==> config.mk <==
export PLATFORM = sky130hd
export DESIGN_NAME = dual_cmp_timer
export DESIGN_NICKNAME = d
export VERILOG_FILES = /design/src/rtl/gtimer_pkg.sv /design/src/rtl/gtimer_channel.sv /design/src/rtl/gtimer_regs.sv /design/src/rtl/gtimer_irq_gate.sv /design/src/rtl/dual_cmp_timer.sv
export SDC_FILE = /design/constraint.sdc
export NUM_CORES = 1
export LEC_CHECK = 0
export CAP_MARGIN = 20
export CORE_MARGIN = 4
export CORE_UTILIZATION = 65
export CTS_CLUSTER_DIAMETER = 120
export DETAILED_ROUTE_END_ITERATION = 6
export DONT_BUFFER_PORTS = 1
export PLACE_DENSITY_LB_ADDON = 0.3
export SETUP_SLACK_MARGIN = 0.2
export SYNTH_ARGS = -nofsm -noshare
export SYNTH_HDL_FRONTEND = slang
export SYNTH_SLANG_ARGS = --single-unit
==> constraint.sdc <==
create_clock -name clk -period 13.5 [get_ports clk]
set_input_delay 4.05 -clock clk [delete_from_list [all_inputs] [get_ports clk]]
set_output_delay 4.05 -clock clk [all_outputs]
set_load 0.02 [all_outputs]
==> src/rtl/gtimer_pkg.sv <==
package gtimer_pkg;
  typedef enum logic [1:0] {
    SEC_SECURE = 2'd0,
    SEC_NONSEC = 2'd1,
    SEC_ROOT   = 2'd2,
    SEC_REALM  = 2'd3
  } sec_state_e;

  localparam int NUM_CH  = 2;
  localparam int CH_PHYS = 0;
  localparam int CH_VIRT = 1;

  localparam int CTL_EN   = 0;
  localparam int CTL_MASK = 1;
  localparam int CTL_STAT = 2;

  // Per channel i: compare at 2*i, control at 2*i+1
  localparam logic [3:0] ADDR_VOFF = 4'd4;
  localparam logic [3:0] ADDR_HYP  = 4'd5;

  function automatic logic sec_is_privileged(input logic [1:0] s);
    return (s == SEC_ROOT) || (s == SEC_REALM);
  endfunction
endpackage

==> src/rtl/gtimer_channel.sv <==
module gtimer_channel #(
  parameter int CNT_W      = 64,
  parameter bit USE_OFFSET = 1'b0
) (
  input  logic [CNT_W-1:0] count_i,
  input  logic [CNT_W-1:0] offset_i,
  input  logic [CNT_W-1:0] cmp_i,
  input  logic             en_i,
  output logic             status_o
);
  logic [CNT_W-1:0] eff_off;
  logic [CNT_W-1:0] delta;

  always_comb begin
    eff_off  = USE_OFFSET ? offset_i : '0;
    delta    = count_i - eff_off;          // modulo 2^CNT_W
    status_o = en_i && (delta >= cmp_i);   // unsigned compare
  end
endmodule

==> src/rtl/gtimer_regs.sv <==
module gtimer_regs
  import gtimer_pkg::*;
#(
  parameter int              CNT_W   = 64,
  parameter int              HYP_W   = 32,
  parameter logic [HYP_W-1:0] HYP_RST = 32'd3
) (
  input  logic                    clk,
  input  logic                    rst_n,
  input  logic                    wr_en,
  input  logic [3:0]              wr_addr,
  input  logic [CNT_W-1:0]        wr_data,
  input  logic [3:0]              rd_addr,
  output logic [CNT_W-1:0]        rd_data,
  input  logic [NUM_CH-1:0]       status_i,
  output logic [NUM_CH-1:0][CNT_W-1:0] cmp_o,
  output logic [NUM_CH-1:0]       en_o,
  output logic [NUM_CH-1:0]       mask_o,
  output logic [CNT_W-1:0]        voff_o,
  output logic [HYP_W-1:0]        hyp_o
);
  localparam int CTL_PAD = CNT_W - 3;
  localparam int HYP_PAD = CNT_W - HYP_W;

  logic [CNT_W-1:0] voff_q;
  logic [HYP_W-1:0] hyp_q;

  for (genvar i = 0; i < NUM_CH; i++) begin : g_ch
    localparam logic [3:0] A_CMP = 4'(2 * i);
    localparam logic [3:0] A_CTL = 4'(2 * i + 1);
    logic [CNT_W-1:0] cmp_q;
    logic             en_q;
    logic             mask_q;

    always_ff @(posedge clk) begin
      if (!rst_n) begin
        cmp_q  <= '0;
        en_q   <= 1'b0;
        mask_q <= 1'b0;
      end else if (wr_en) begin
        if (wr_addr == A_CMP) cmp_q <= wr_data;
        if (wr_addr == A_CTL) begin
          en_q   <= wr_data[CTL_EN];
          mask_q <= wr_data[CTL_MASK];
        end
      end
    end

    assign cmp_o[i]  = cmp_q;
    assign en_o[i]   = en_q;
    assign mask_o[i] = mask_q;

    // control write captures enable and mask on the next edge
    p_ctl_capture_r5: assert property (@(posedge clk) disable iff (!rst_n)
      (wr_en && wr_addr == A_CTL) |=>
        (en_o[i] == $past(wr_data[CTL_EN]) && mask_o[i] == $past(wr_data[CTL_MASK])));
  end

  always_ff @(posedge clk) begin
    if (!rst_n) begin
      voff_q <= '0;
      hyp_q  <= HYP_RST;
    end else if (wr_en) begin
      if (wr_addr == ADDR_VOFF) voff_q <= wr_data;
      if (wr_addr == ADDR_HYP)  hyp_q  <= wr_data[HYP_W-1:0];
    end
  end

  assign voff_o = voff_q;
  assign hyp_o  = hyp_q;

  always_comb begin
    rd_data = '0;
    case (rd_addr)
      4'd0:      rd_data = cmp_o[CH_PHYS];
      4'd1:      rd_data = {{CTL_PAD{1'b0}}, status_i[CH_PHYS], mask_o[CH_PHYS], en_o[CH_PHYS]};
      4'd2:      rd_data = cmp_o[CH_VIRT];
      4'd3:      rd_data = {{CTL_PAD{1'b0}}, status_i[CH_VIRT], mask_o[CH_VIRT], en_o[CH_VIRT]};
      ADDR_VOFF: rd_data = voff_q;
      ADDR_HYP:  rd_data = {{HYP_PAD{1'b0}}, hyp_q};
      default:   rd_data = '0;
    endcase
  end

  // hypervisor control only moves on a write to its own address
  p_hyp_hold_r9: assert property (@(posedge clk) disable iff (!rst_n)
    !(wr_en && wr_addr == ADDR_HYP) |=> $stable(hyp_o));
endmodule

==> src/rtl/gtimer_irq_gate.sv <==
module gtimer_irq_gate
  import gtimer_pkg::*;
(
  input  logic              clk,
  input  logic              rst_n,
  input  logic [NUM_CH-1:0] status_i,
  input  logic [NUM_CH-1:0] mask_i,
  input  logic [NUM_CH-1:0] ovr_i,
  input  logic [1:0]        sec_i,
  output logic [NUM_CH-1:0] irq_o
);
  logic priv;
  assign priv = sec_is_privileged(sec_i);

  for (genvar i = 0; i < NUM_CH; i++) begin : g_gate
    logic irq_q;
    always_ff @(posedge clk) begin
      if (!rst_n) irq_q <= 1'b0;
      else        irq_q <= status_i[i] && !mask_i[i] && !(ovr_i[i] && priv);
    end
    assign irq_o[i] = irq_q;

    // override in Root/Realm forces the line low at the next edge
    p_override_r6: assert property (@(posedge clk) disable iff (!rst_n)
      (priv && ovr_i[i]) |=> !irq_o[i]);
    // in Secure/Non-secure an unmasked status raises the line
    p_nonpriv_r7: assert property (@(posedge clk) disable iff (!rst_n)
      (!priv && status_i[i] && !mask_i[i]) |=> irq_o[i]);
    // a set channel mask keeps the line low
    p_mask_r10: assert property (@(posedge clk) disable iff (!rst_n)
      mask_i[i] |=> !irq_o[i]);
  end
endmodule

==> src/rtl/dual_cmp_timer.sv <==
module dual_cmp_timer
  import gtimer_pkg::*;
#(
  parameter int              CNT_W     = 64,
  parameter int              HYP_W     = 32,
  parameter logic [HYP_W-1:0] HYP_RST   = 32'd3,
  parameter int              VMASK_BIT = 18,
  parameter int              PMASK_BIT = 19
) (
  input  logic             clk,
  input  logic             rst_n,
  input  logic             wr_en,
  input  logic [3:0]       wr_addr,
  input  logic [CNT_W-1:0] wr_data,
  input  logic [3:0]       rd_addr,
  output logic [CNT_W-1:0] rd_data,
  input  logic [CNT_W-1:0] count_in,
  input  logic [1:0]       sec_state,
  output logic             irq_phys,
  output logic             irq_virt
);
  logic [NUM_CH-1:0][CNT_W-1:0] cmp;
  logic [NUM_CH-1:0]            en;
  logic [NUM_CH-1:0]            mask;
  logic [NUM_CH-1:0]            status;
  logic [NUM_CH-1:0]            ovr;
  logic [NUM_CH-1:0]            irq;
  logic [CNT_W-1:0]             voff;
  logic [HYP_W-1:0]             hyp;

  gtimer_regs #(.CNT_W(CNT_W), .HYP_W(HYP_W), .HYP_RST(HYP_RST)) u_regs (
    .clk(clk), .rst_n(rst_n),
    .wr_en(wr_en), .wr_addr(wr_addr), .wr_data(wr_data),
    .rd_addr(rd_addr), .rd_data(rd_data),
    .status_i(status), .cmp_o(cmp), .en_o(en), .mask_o(mask),
    .voff_o(voff), .hyp_o(hyp)
  );

  for (genvar i = 0; i < NUM_CH; i++) begin : g_chan
    gtimer_channel #(.CNT_W(CNT_W), .USE_OFFSET(i == CH_VIRT)) u_chan (
      .count_i(count_in), .offset_i(voff), .cmp_i(cmp[i]),
      .en_i(en[i]), .status_o(status[i])
    );

    // a disabled channel has its line low after the next edge
    p_disabled_quiet_r3: assert property (@(posedge clk) disable iff (!rst_n)
      !en[i] |=> !irq[i]);
  end

  assign ovr[CH_PHYS] = hyp[PMASK_BIT];
  assign ovr[CH_VIRT] = hyp[VMASK_BIT];

  gtimer_irq_gate u_gate (
    .clk(clk), .rst_n(rst_n),
    .status_i(status), .mask_i(mask), .ovr_i(ovr),
    .sec_i(sec_state), .irq_o(irq)
  );

  assign irq_phys = irq[CH_PHYS];
  assign irq_virt = irq[CH_VIRT];
endmodule

==> impl_metrics.toml, run 1 <==
[outcome]
outcome = "completed"

[drt]
ant_nets = 0
via_count = 15900
post-route-drc-count = 0
drtPass1Iterations = 7
drt_iter0_drc = 1808
routedWlPerCell_microns = 20.5
drt-vias-per-instance = 6.41
totalWireLength_microns = 50700

[min_path]
whs_endpoint = "u_regs.hyp_o[29]$_SDFFE_PN0P_"
min_from = "u_regs.hyp_o[29]$_SDFFE_PN0P_"
worst_hold_path_type = "reg -> reg"
worstHoldPathCells = 2

[power_and_ir_drop]
p_leak_uw = 0.00657
power-per-cell-area_mw_per_mm2 = 97.7
ir_drop_mv = 0.105

[place]
place_area_sq_mm = 0.0169
hpwl_microns = 35000
globalplace.congestion = 0.940
dp_cells = 2428
io_buffers = 0

[critical_path]
r2r-start = "u_regs.voff_o[22]$_SDFFE_PN0P_"
reg2reg_to = "u_gate.g_gate[1].irq_q$_SDFF_PN0_"
critPathArrivalTime_ps = 8900
required_ps = 9450
worstSetupPathType = "in -> out"
worstSetupStartpointType = "primary input"
r2r_setup_slack_ps = 8400
cp_max_fo = 4
end_kind = "primary output"
worstRegToRegCells = 20

[layout]
design_area_sq_mm = 0.0179
instances_no_fill = 2476
fill_cells = 2098
antennaDiodeCount = 0
drive_above_1_share_pct = 4.47
layout_common_cells = "nand2_1 (509), inv_1 (238), dfxtp_1 (230)"
area_growth_pct = 6.37
final_net_count = 2460
final_common_cell = "nand2_1"

[synthesis]
ys_warn_count = 0
syn_nets = 2539
ys.flop_type = "dfxtp_1"
synth.avg_cell_area_sq_um = 7.62
synth_edf_count = 0
syn_area_sq_mm = 0.0168
ys_seq_area_share_pct = 27.4
ys_types = 76
synthArstFlopShare_pct = 0
postSynthCellCount = 2206
synth-seq-cells = 230

[sta]
hold_viol = 0
finalSetupViolCount = 0
whs_ps = 464
slew_headroom_pct = 31.0
finalClockSkew_ps = 8.17
tns_ps = 0
rsz0062_at_grt = "no"
tightest_slew_ps = 1030
finalMaxSlewViolations = 0
layout_min_cycle_time_ps = 12950
timing.fmax_mhz = 77.2
period_share_pct = 96.0

[floorplan]
placementRows = 58
fp.dieH_microns = 169
dieArea_sq_mm = 0.0285
io_pins = 207
die_x_microns = 169
coreArea_sq_mm = 0.0253
start_util_pct = 66.4

[clocking]
cts_hold_buf = 0
cts.sinks = 230
clk_latency_ps = 550
cts_root_buf = "clkbuf_16"
clock_path_buffers = 3
cts_made_buffers = 25
cts_max_level = 1
cts_tree = "built"
path_clk_slew_ps = 70

[run]
drv_cap = 0

[global_routing]
gr-total-overflow = 0
grt.total_usage_pct = 34.1
antenna_found_initial = 0
grt_pass1_wl_microns = 80400
grt_start_max_net_pins = 231
grt_pass1_vias = 15300
worst max-delay path, stage by stage:
cell and delay (ps):
inv_1 60, ha_1 170, inv_1 60, fa_1 430, a211oi_2 220, o211ai_1 160
nand4b_1 240, nand4_1 210, a41oi_2 290, o21ai_1 170, a2111oi_0 430, nor3_1 130
xor2_1 160, ha_1 280, nand2_1 40, nor4_1 360, buf_4 190, nand4_1 130
nor3_2 200, a221oi_1 120, o311ai_0 160, a31oi_1 90, or3_1 340, nand3_2 180
worst max-delay path by stage:
stage	startpoint	depth (start not counted)	slack, ps	to
detailed placement	count_in[0]	24	200	rd_data[2]
CTS	count_in[0]	24	240	rd_data[2]
floorplan	count_in[0]	23	1070	rd_data[2]
global placement	count_in[0]	24	320	rd_data[2]
global route	count_in[0]	25	240	rd_data[2]
finish	count_in[0]	24	550	rd_data[2]
metrics by stage:
stage               setup WS, ps  util, %  total power [uW]
floorplan                   1070        -               930
global placement             324     66.7               977
detailed placement           198     66.7               987
CTS                          245     70.4              1740
global route                 244     70.6              1810
finish                       546     70.6              1750
area by class of cell:
type / instances / area [sq um] / area share (%)
multi-input combinational: 1617 / 10900 / 61.1
sequential: 230 / 4600 / 25.7
inverter: 239 / 897 / 5.02
clock buffer: 36 / 757 / 4.23
tap: 330 / 413 / 2.31
clock inverter: 10 / 171 / 0.959
timing repair buffer: 14 / 105 / 0.588
Yosys cell counts (all sizes together), types with 3 or more instances:
library cell / count / share of area [%]
nand2: 510 / 11
inv: 238 / 5.3
dfxtp: 230 / 27
a21boi: 224 / 10
ha: 191 / 14
a21oi: 108 / 3.4
clkbuf: 102 / 2.3
a21o: 78 / 3.5
nor2: 46 / 1.0
o21ai: 45 / 1.4
nand4: 40 / 1.5
xnor2: 38 / 2.0
a222oi: 34 / 2.0
a221o: 30 / 1.8
a22o: 30 / 1.6
nand3: 29 / 0.86
xor2: 19 / 0.99
buf: 18 / 0.57
nor3: 18 / 0.54
nor2b: 14 / 0.52
o21bai: 13 / 0.60
a211oi: 11 / 0.49
a31oi: 11 / 0.41
o211ai: 11 / 0.55
and3: 10 / 0.37
nand2b: 10 / 0.37
nor4: 8 / 0.30
a2111oi: 6 / 0.31
and2: 6 / 0.22
nor3b: 6 / 0.27
o21a: 6 / 0.27
a221oi: 5 / 0.30
mux2i: 5 / 0.30
or2: 5 / 0.19
a41oi: 4 / 0.21
and4: 4 / 0.21
nand3b: 4 / 0.18
o2111ai: 4 / 0.21
o31ai: 4 / 0.21
or3: 4 / 0.15
or4: 3 / 0.13
where the power goes:
group	internal [uW]	switching (uW)	leakage, uW
clock network	467	300	0.000457
registers	687	6.85	0.00186
logic	123	163	0.00426
total	1280	470	0.00657
kinds of logic (layout without fill, tap and decap cells):
group / count (synthesis) / in the layout / synth area share [%]
AO/OA/AOI/OAI: 638 / 638 / 28.1
XOR/XNOR: 57 / 57 / 2.97
adder cells (fa/ha/maj): 192 / 192 / 14.3
buffers and inverters: 359 / 299 / 8.18
flip-flops: 230 / 230 / 27.4
multiplexers: 6 / 6 / 0.365
AND/OR/NAND/NOR: 724 / 724 / 18.7
per-layer routing:
| metal | up-vias | wire length (microns) | track usage, % |
|---|---|---|---|
| met2 | 769 | 23400 | 56.7 |
| met5 | - | 0 | 0 |
| li1 | 7496 | - | - |
| met1 | 7478 | 20700 | 43.7 |
| met4 | 0 | 1540 | 11.4 |
| met3 | 124 | 5050 | 7.73 |
timing repair:
item,CTS,global route
pin swaps,0,3
gates cloned,0,0
setup buffers,0,2
endpoints found under the hold margin,0,0
endpoints found under the setup margin,1,1
resized for setup,1,5
sequential cells by signal, indices dropped and copies added, names as in the netlist:
| signal | cells |
|---|---|
| u_regs.g_ch.cmp_q | 128 |
| u_regs.voff_o | 64 |
| u_regs.hyp_o | 32 |
| u_gate.g_gate.irq_q | 2 |
| u_regs.g_ch.en_q | 2 |
| u_regs.g_ch.mask_q | 2 |
Note: power is estimated with default switching activity, not from simulation.
==> run 2: changes to the inputs <==
clock period = 14.2 ns   (was 13.5 ns; I/O delays follow)
==> run 2 against run 1 <==
Effect of this change:
- total power down 9.8%
- sequential cell count stayed put
- via count increased by 0.24%
- die area is the same
- clock-buffer cell count is 1 higher
- sequential share of layout area increased by 0.21 points
- utilization down 0.58 points
- clock power fell by 16%
- sequential power decreased by 4.9%
- non-clock buffer count unchanged
- combinational power fell by 5%
- highest routed layer is now met5
==> impl_metrics.toml, run 2 (synthesized netlist as in run 1, its figures left out) <==
[critical_path]
cp_num_buf_inv = 2
reg2reg_to = "u_gate.g_gate[1].irq_q$_SDFF_PN0_"
r2r-start = "u_regs.voff_o[0]$_SDFFE_PN0P_"
path_depth = 23
end_kind = "primary output"
critPathMaxStageDelay_ps = 420
critPathArrivalTime_ps = 9340
cp_max_fo = 4
worstPathCellList = "inv_1 -> ha_1 -> inv_1 -> fa_1 -> a211oi_1 -> o211ai_1 -> nand4b_1 -> nand4_1 -> a41oi_1 -> o21ai_1 -> a21o_1 -> a41oi_1 -> xnor2_1 -> ha_1 -> nand4_1 -> nor4_1 -> nand4_1 -> nor3_2 -> a221oi_1 -> o311ai_0 -> a31oi_1 -> or3_1 -> nand3_2"
worstRegToRegCells = 21
crit_top_cell = "nand4_1"
critical_path.top_delay_family = "compound AO/OA/AOI/OAI gates"
cp_slowest_cell = "nor4_1"
worstSetupStartpointType = "primary input"
worstSetupPathType = "in -> out"
required_ps = 9940
r2r_setup_slack_ps = 9000

[sta]
finalClockSkew_ps = 15.6
finalMaxSlewViolations = 0
tns_ps = 0
period_share_pct = 95.7
hold_viol = 0
timing.fmax_mhz = 73.6
slew_headroom_pct = 30.6
tightest_slew_ps = 1040
finalSetupViolCount = 0
layout_min_cycle_time_ps = 13600
whs_ps = 464
rsz0062_at_grt = "no"
setup_slack_ps = 604

[clocking]
cts.sinks = 230
cts_hold_buf = 0
cts_max_level = 1
cts_made_buffers = 25
clk_latency_ps = 560
clock_path_buffers = 3
path_clk_slew_ps = 60
cts_root_buf = "clkbuf_16"
cts_tree = "built"

[layout]
layout_common_cells = "nand2_1 (509), inv_1 (238), dfxtp_1 (230)"
area_growth_pct = 5.49
antennaDiodeCount = 0
top_register = "u_regs.g_ch.cmp_q"
final_common_cell = "nand2_1"
drive_above_1_share_pct = 4.05
final_net_count = 2460
largest_reg_flops = 128

[global_routing]
antenna_found_initial = 1
grt_start_max_net_pins = 231
grt_pass1_wl_microns = 80100
grt_pass1_vias = 15700
gr-total-overflow = 0
grt.total_usage_pct = 33.9

[min_path]
whs_endpoint = "u_regs.hyp_o[4]$_SDFFE_PN0P_"
worstHoldPathCells = 2
min_from = "u_regs.hyp_o[4]$_SDFFE_PN0P_"
worst_hold_path_type = "reg -> reg"

[drt]
drt_iter0_drc = 1745
routedWlPerCell_microns = 20.3
via_count = 15900
drtPass1Iterations = 7
drt-vias-per-instance = 6.42
ant_nets = 0
totalWireLength_microns = 50200
post-route-drc-count = 0

[place]
globalplace.congestion = 0.969
hpwl_microns = 34600
io_buffers = 0
dp_slack_ps = 387

[run]
drv_cap = 0

[power_and_ir_drop]
p_leak_uw = 0.00651
power-per-cell-area_mw_per_mm2 = 88.9
ir_drop_mv = 0.109

[floorplan]
dieArea_sq_mm = 0.0285
fp.dieH_microns = 169
coreArea_sq_mm = 0.0253
start_util_pct = 66.4
placementRows = 58
die_x_microns = 169
io_pins = 207

[outcome]
outcome = "completed"
run 2: cell types whose count changed in the layout (fill, tap and decap cells not counted), sizes merged:
| cell | delta |
|---|---|
| bufinv | -3 |
| clkbuf | +1 |
| clkinv | +2 |
run 2: tightest hold or removal path, delay by kind of cell (launching register included):
kind               cells  cell delay (ps)
AOI/OAI and AO/OA      1               60
DFF                    1              310
and+or+nand+nor        1               50
run 2: timing repair:
item                       CTS  global route
setup endpoints to repair    0             1
gates resized for setup      0             4
setup buffers                0             2
run 2: how the worst max path moves through the flow:
| stage | startpoint | to | slack (ps) |
|---|---|---|---|
| 5_1_grt | count_in[0] | rd_data[2] | 220 |
| 3_5_place_dp | count_in[0] | rd_data[2] | 390 |
| 6_report | count_in[0] | rd_data[2] | 600 |
| 4_1_cts | count_in[0] | rd_data[2] | 330 |
| 2_1_floorplan | count_in[0] | rd_data[2] | 1350 |
| 3_3_place_gp | count_in[0] | rd_data[2] | 560 |
run 2: cell type report:
cell class                      instances  area [sq um]
Clock buffer                           37           711
Clock inverter                          9          87.6
Fill cell                            2086          7590
Inverter                              239           897
Multi-Input combinational cell       1617         10900
Sequential cell                       230          4600
Tap cell                              330           413
Timing Repair Buffer                   14           105
run 2: power by group:
group	internal, uW	switching (uW)
Sequential	654	6.53
Combinational	117	154
Clock	366	280
Total	1140	441
run 2: routing by layer:
metal	wire length, microns	global-route usage, %
met5	8	0
met4	1790	13.0
met3	5570	8.92
met2	22800	55.5
met1	20000	42.8
run 2: per-stage QoR:
step	cell area [sq um]	power, uW	cells	util [%]
detailed placement	16900	937	2428	66.7
finish	17700	1580	2476	70.0
CTS	17700	1570	2474	69.9
floorplan	16800	884	2206	-
global placement	16900	926	2428	66.7
global route	17700	1640	2476	70.0
==> run 3: changes to the inputs <==
GPL_TIMING_DRIVEN = 0   (was unset)
==> run 3 against run 2 <==
Effect of this change:
- the flow now finishes with violations (design-rule violations)
- clock skew is 8.3 ps lower
- wire length is 16% higher
- via count is 5.0% higher
- utilization is 1.7 points higher
- register-to-register slack worse by 410 ps
- hold slack better by 4.0 ps
- clock power is 2% lower
- maximum frequency is 1.3% lower
- combinational power is 9.2% higher
- sequential power hardly changed
- global-route usage is 5.7 points higher
- cell count is 4.5% higher
- largest cell class unchanged
- largest power group unchanged
- highest routed layer unchanged
==> impl_metrics.toml, run 3 (synthesized netlist as in run 1, its figures left out) <==
[sta]
hold_viol = 0
rsz0062_at_grt = "no"
layout_min_cycle_time_ps = 13770
slew_headroom_pct = 16.9
timing.fmax_mhz = 72.6
finalClockSkew_ps = 7.37
finalMaxSlewViolations = 0
period_share_pct = 97.0
setup_slack_ps = 426
finalSetupViolCount = 0
tightest_slew_ps = 1250
whs_ps = 468

[clocking]
cts_hold_buf = 0
path_clk_slew_ps = 60
cts_made_buffers = 24
cts_tree = "built"
cts.sinks = 230
cts_max_level = 1
clk_latency_ps = 540
clock_path_buffers = 3
cts_root_buf = "clkbuf_16"

[layout]
top_register = "u_regs.g_ch.cmp_q"
postLayoutCoreUtil_pct = 71.7
fill_cells = 2082
drive_above_1_share_pct = 3.99
area_growth_pct = 7.99
layout_common_cells = "nand2_1 (510), inv_1 (238), dfxtp_1 (230)"
largest_reg_flops = 128
design_area_sq_mm = 0.0182
final_net_count = 2572
final_common_cell = "nand2_1"

[drt]
highest_layer = "met5"
routed-wl-met3_microns = 6920
routedWlPerCell_microns = 22.5
post-route-drc-count = 3
drt_iter0_drc = 2092
via_count = 16700
totalWireLength_microns = 58100
m1WireLength_microns = 23000
drt-vias-per-instance = 6.45
ant_nets = 0
dr_wl_met2_microns = 25300
drtPass1Iterations = 7

[critical_path]
worstSetupPathType = "in -> out"
cp_slowest_cell = "o41a_1"
cp_max_fo = 3
worstSetupStartpointType = "primary input"
worstPathCellList = "inv_1 -> ha_1 -> inv_1 -> fa_1 -> a211oi_2 -> o211ai_1 -> a221oi_2 -> o2111ai_2 -> nand3_1 -> a21oi_1 -> o41a_1 -> xor2_1 -> ha_1 -> nand4_1 -> nor4_4 -> nand4_1 -> nor3_4 -> a221oi_1 -> o311ai_0 -> a31oi_1 -> or3_1 -> nand3_2"
end_kind = "primary output"
critPathMaxStageDelay_ps = 480
critPathArrivalTime_ps = 9510
required_ps = 9940

[min_path]
worst_hold_path_type = "reg -> reg"

[global_routing]
grt.total_usage_pct = 39.6
grt_pass1_vias = 16300
grt_start_max_net_pins = 14
gr-total-overflow = 0
antenna_found_initial = 2
grt_pass1_wl_microns = 90300

[power_and_ir_drop]
p_leak_uw = 0.00665
ir_drop_mv = 0.117
p_total_uw = 1590
power-per-cell-area_mw_per_mm2 = 87.5

[place]
globalplace.congestion = 1.03
io_buffers = 0
place_area_sq_mm = 0.0173
hpwl_microns = 44400
dp_slack_ps = -344

[floorplan]
placementRows = 58
fp.dieH_microns = 169
coreArea_sq_mm = 0.0253
dieArea_sq_mm = 0.0285
die_x_microns = 169
io_pins = 207
start_util_pct = 66.4

[run]
drv_cap = 0

[outcome]
outcome = "complete, but fails checks"
failed_checks = "design-rule violations"
run 3: changes by cell type in the layout (fill, tap and decap cells not counted), sizes merged:
cell           previous run  this run
clkinv                    7         4
buf                      14        24
bufinv                    1         0
clkinvlp                  1         0
diode                     0         1
inv                     239       238
clkbuf                   37       142
clkdlybuf4s18             0         1
run 3: area by class of cell:
type,count,area [sq um],area share (%)
diodes,1,2.50,0.0138
plain buffers,120,478,2.63
clock buffers,40,762,4.20
clock inverters,3,15.0,0.0827
inverters,239,897,4.94
multi-input cells,1617,10900,60.1
flip-flops and latches,230,4600,25.4
well taps,330,413,2.27
repair buffers,7,70.1,0.386
run 3: layer usage:
layer,vias up,global-route usage (%)
li1,7728,-
met1,7844,52.1
met2,945,62.3
met3,177,9.43
met4,2,17.2
met5,-,0
run 3: path summary, 6_finish.rpt:
path	startpoint	endpoint	slack (ps)	cells past startpoint
worst max-delay path	count_in[0]	rd_data[2]	430	22
worst min-delay path	u_regs.hyp_o[9]$_SDFFE_PN0P_	u_regs.hyp_o[9]$_SDFFE_PN0P_	470	2
worst max register to register	u_regs.voff_o[10]$_SDFFE_PN0P_	u_gate.g_gate[1].irq_q$_SDFF_PN0_	8590	21
worst min register to register	u_regs.hyp_o[9]$_SDFFE_PN0P_	u_regs.hyp_o[9]$_SDFFE_PN0P_	470	2
run 3: repair_timing:
item,in CTS,in global routing
pin swaps,1,4
buffers inserted,1,2
resized for setup,6,5
endpoints found under the setup margin,1,1
run 3: per-stage QoR:
stage / instances / setup TNS (ps)
after floorplan: 2206 / 0
after global placement: 2536 / -254
after detailed placement: 2540 / -344
after CTS: 2584 / 0
after global routing: 2587 / 0
final: 2587 / 0
run 3: power by group:
group	total (uW)	internal (uW)	switching, uW	leakage, uW
Combinational	296	119	176	0.00441
Clock	632	363	269	0.000386
Sequential	660	653	6.87	0.00186
run 3: critical path, delay by kind of cell:
kind                       cells  cell delay (ps)
and+or+nand+nor                7             1790
AOI/OAI and AO/OA              9             2140
adders and majority gates      3              960
xor gates and xnor gates       1              180
buffers and inverters          2              190
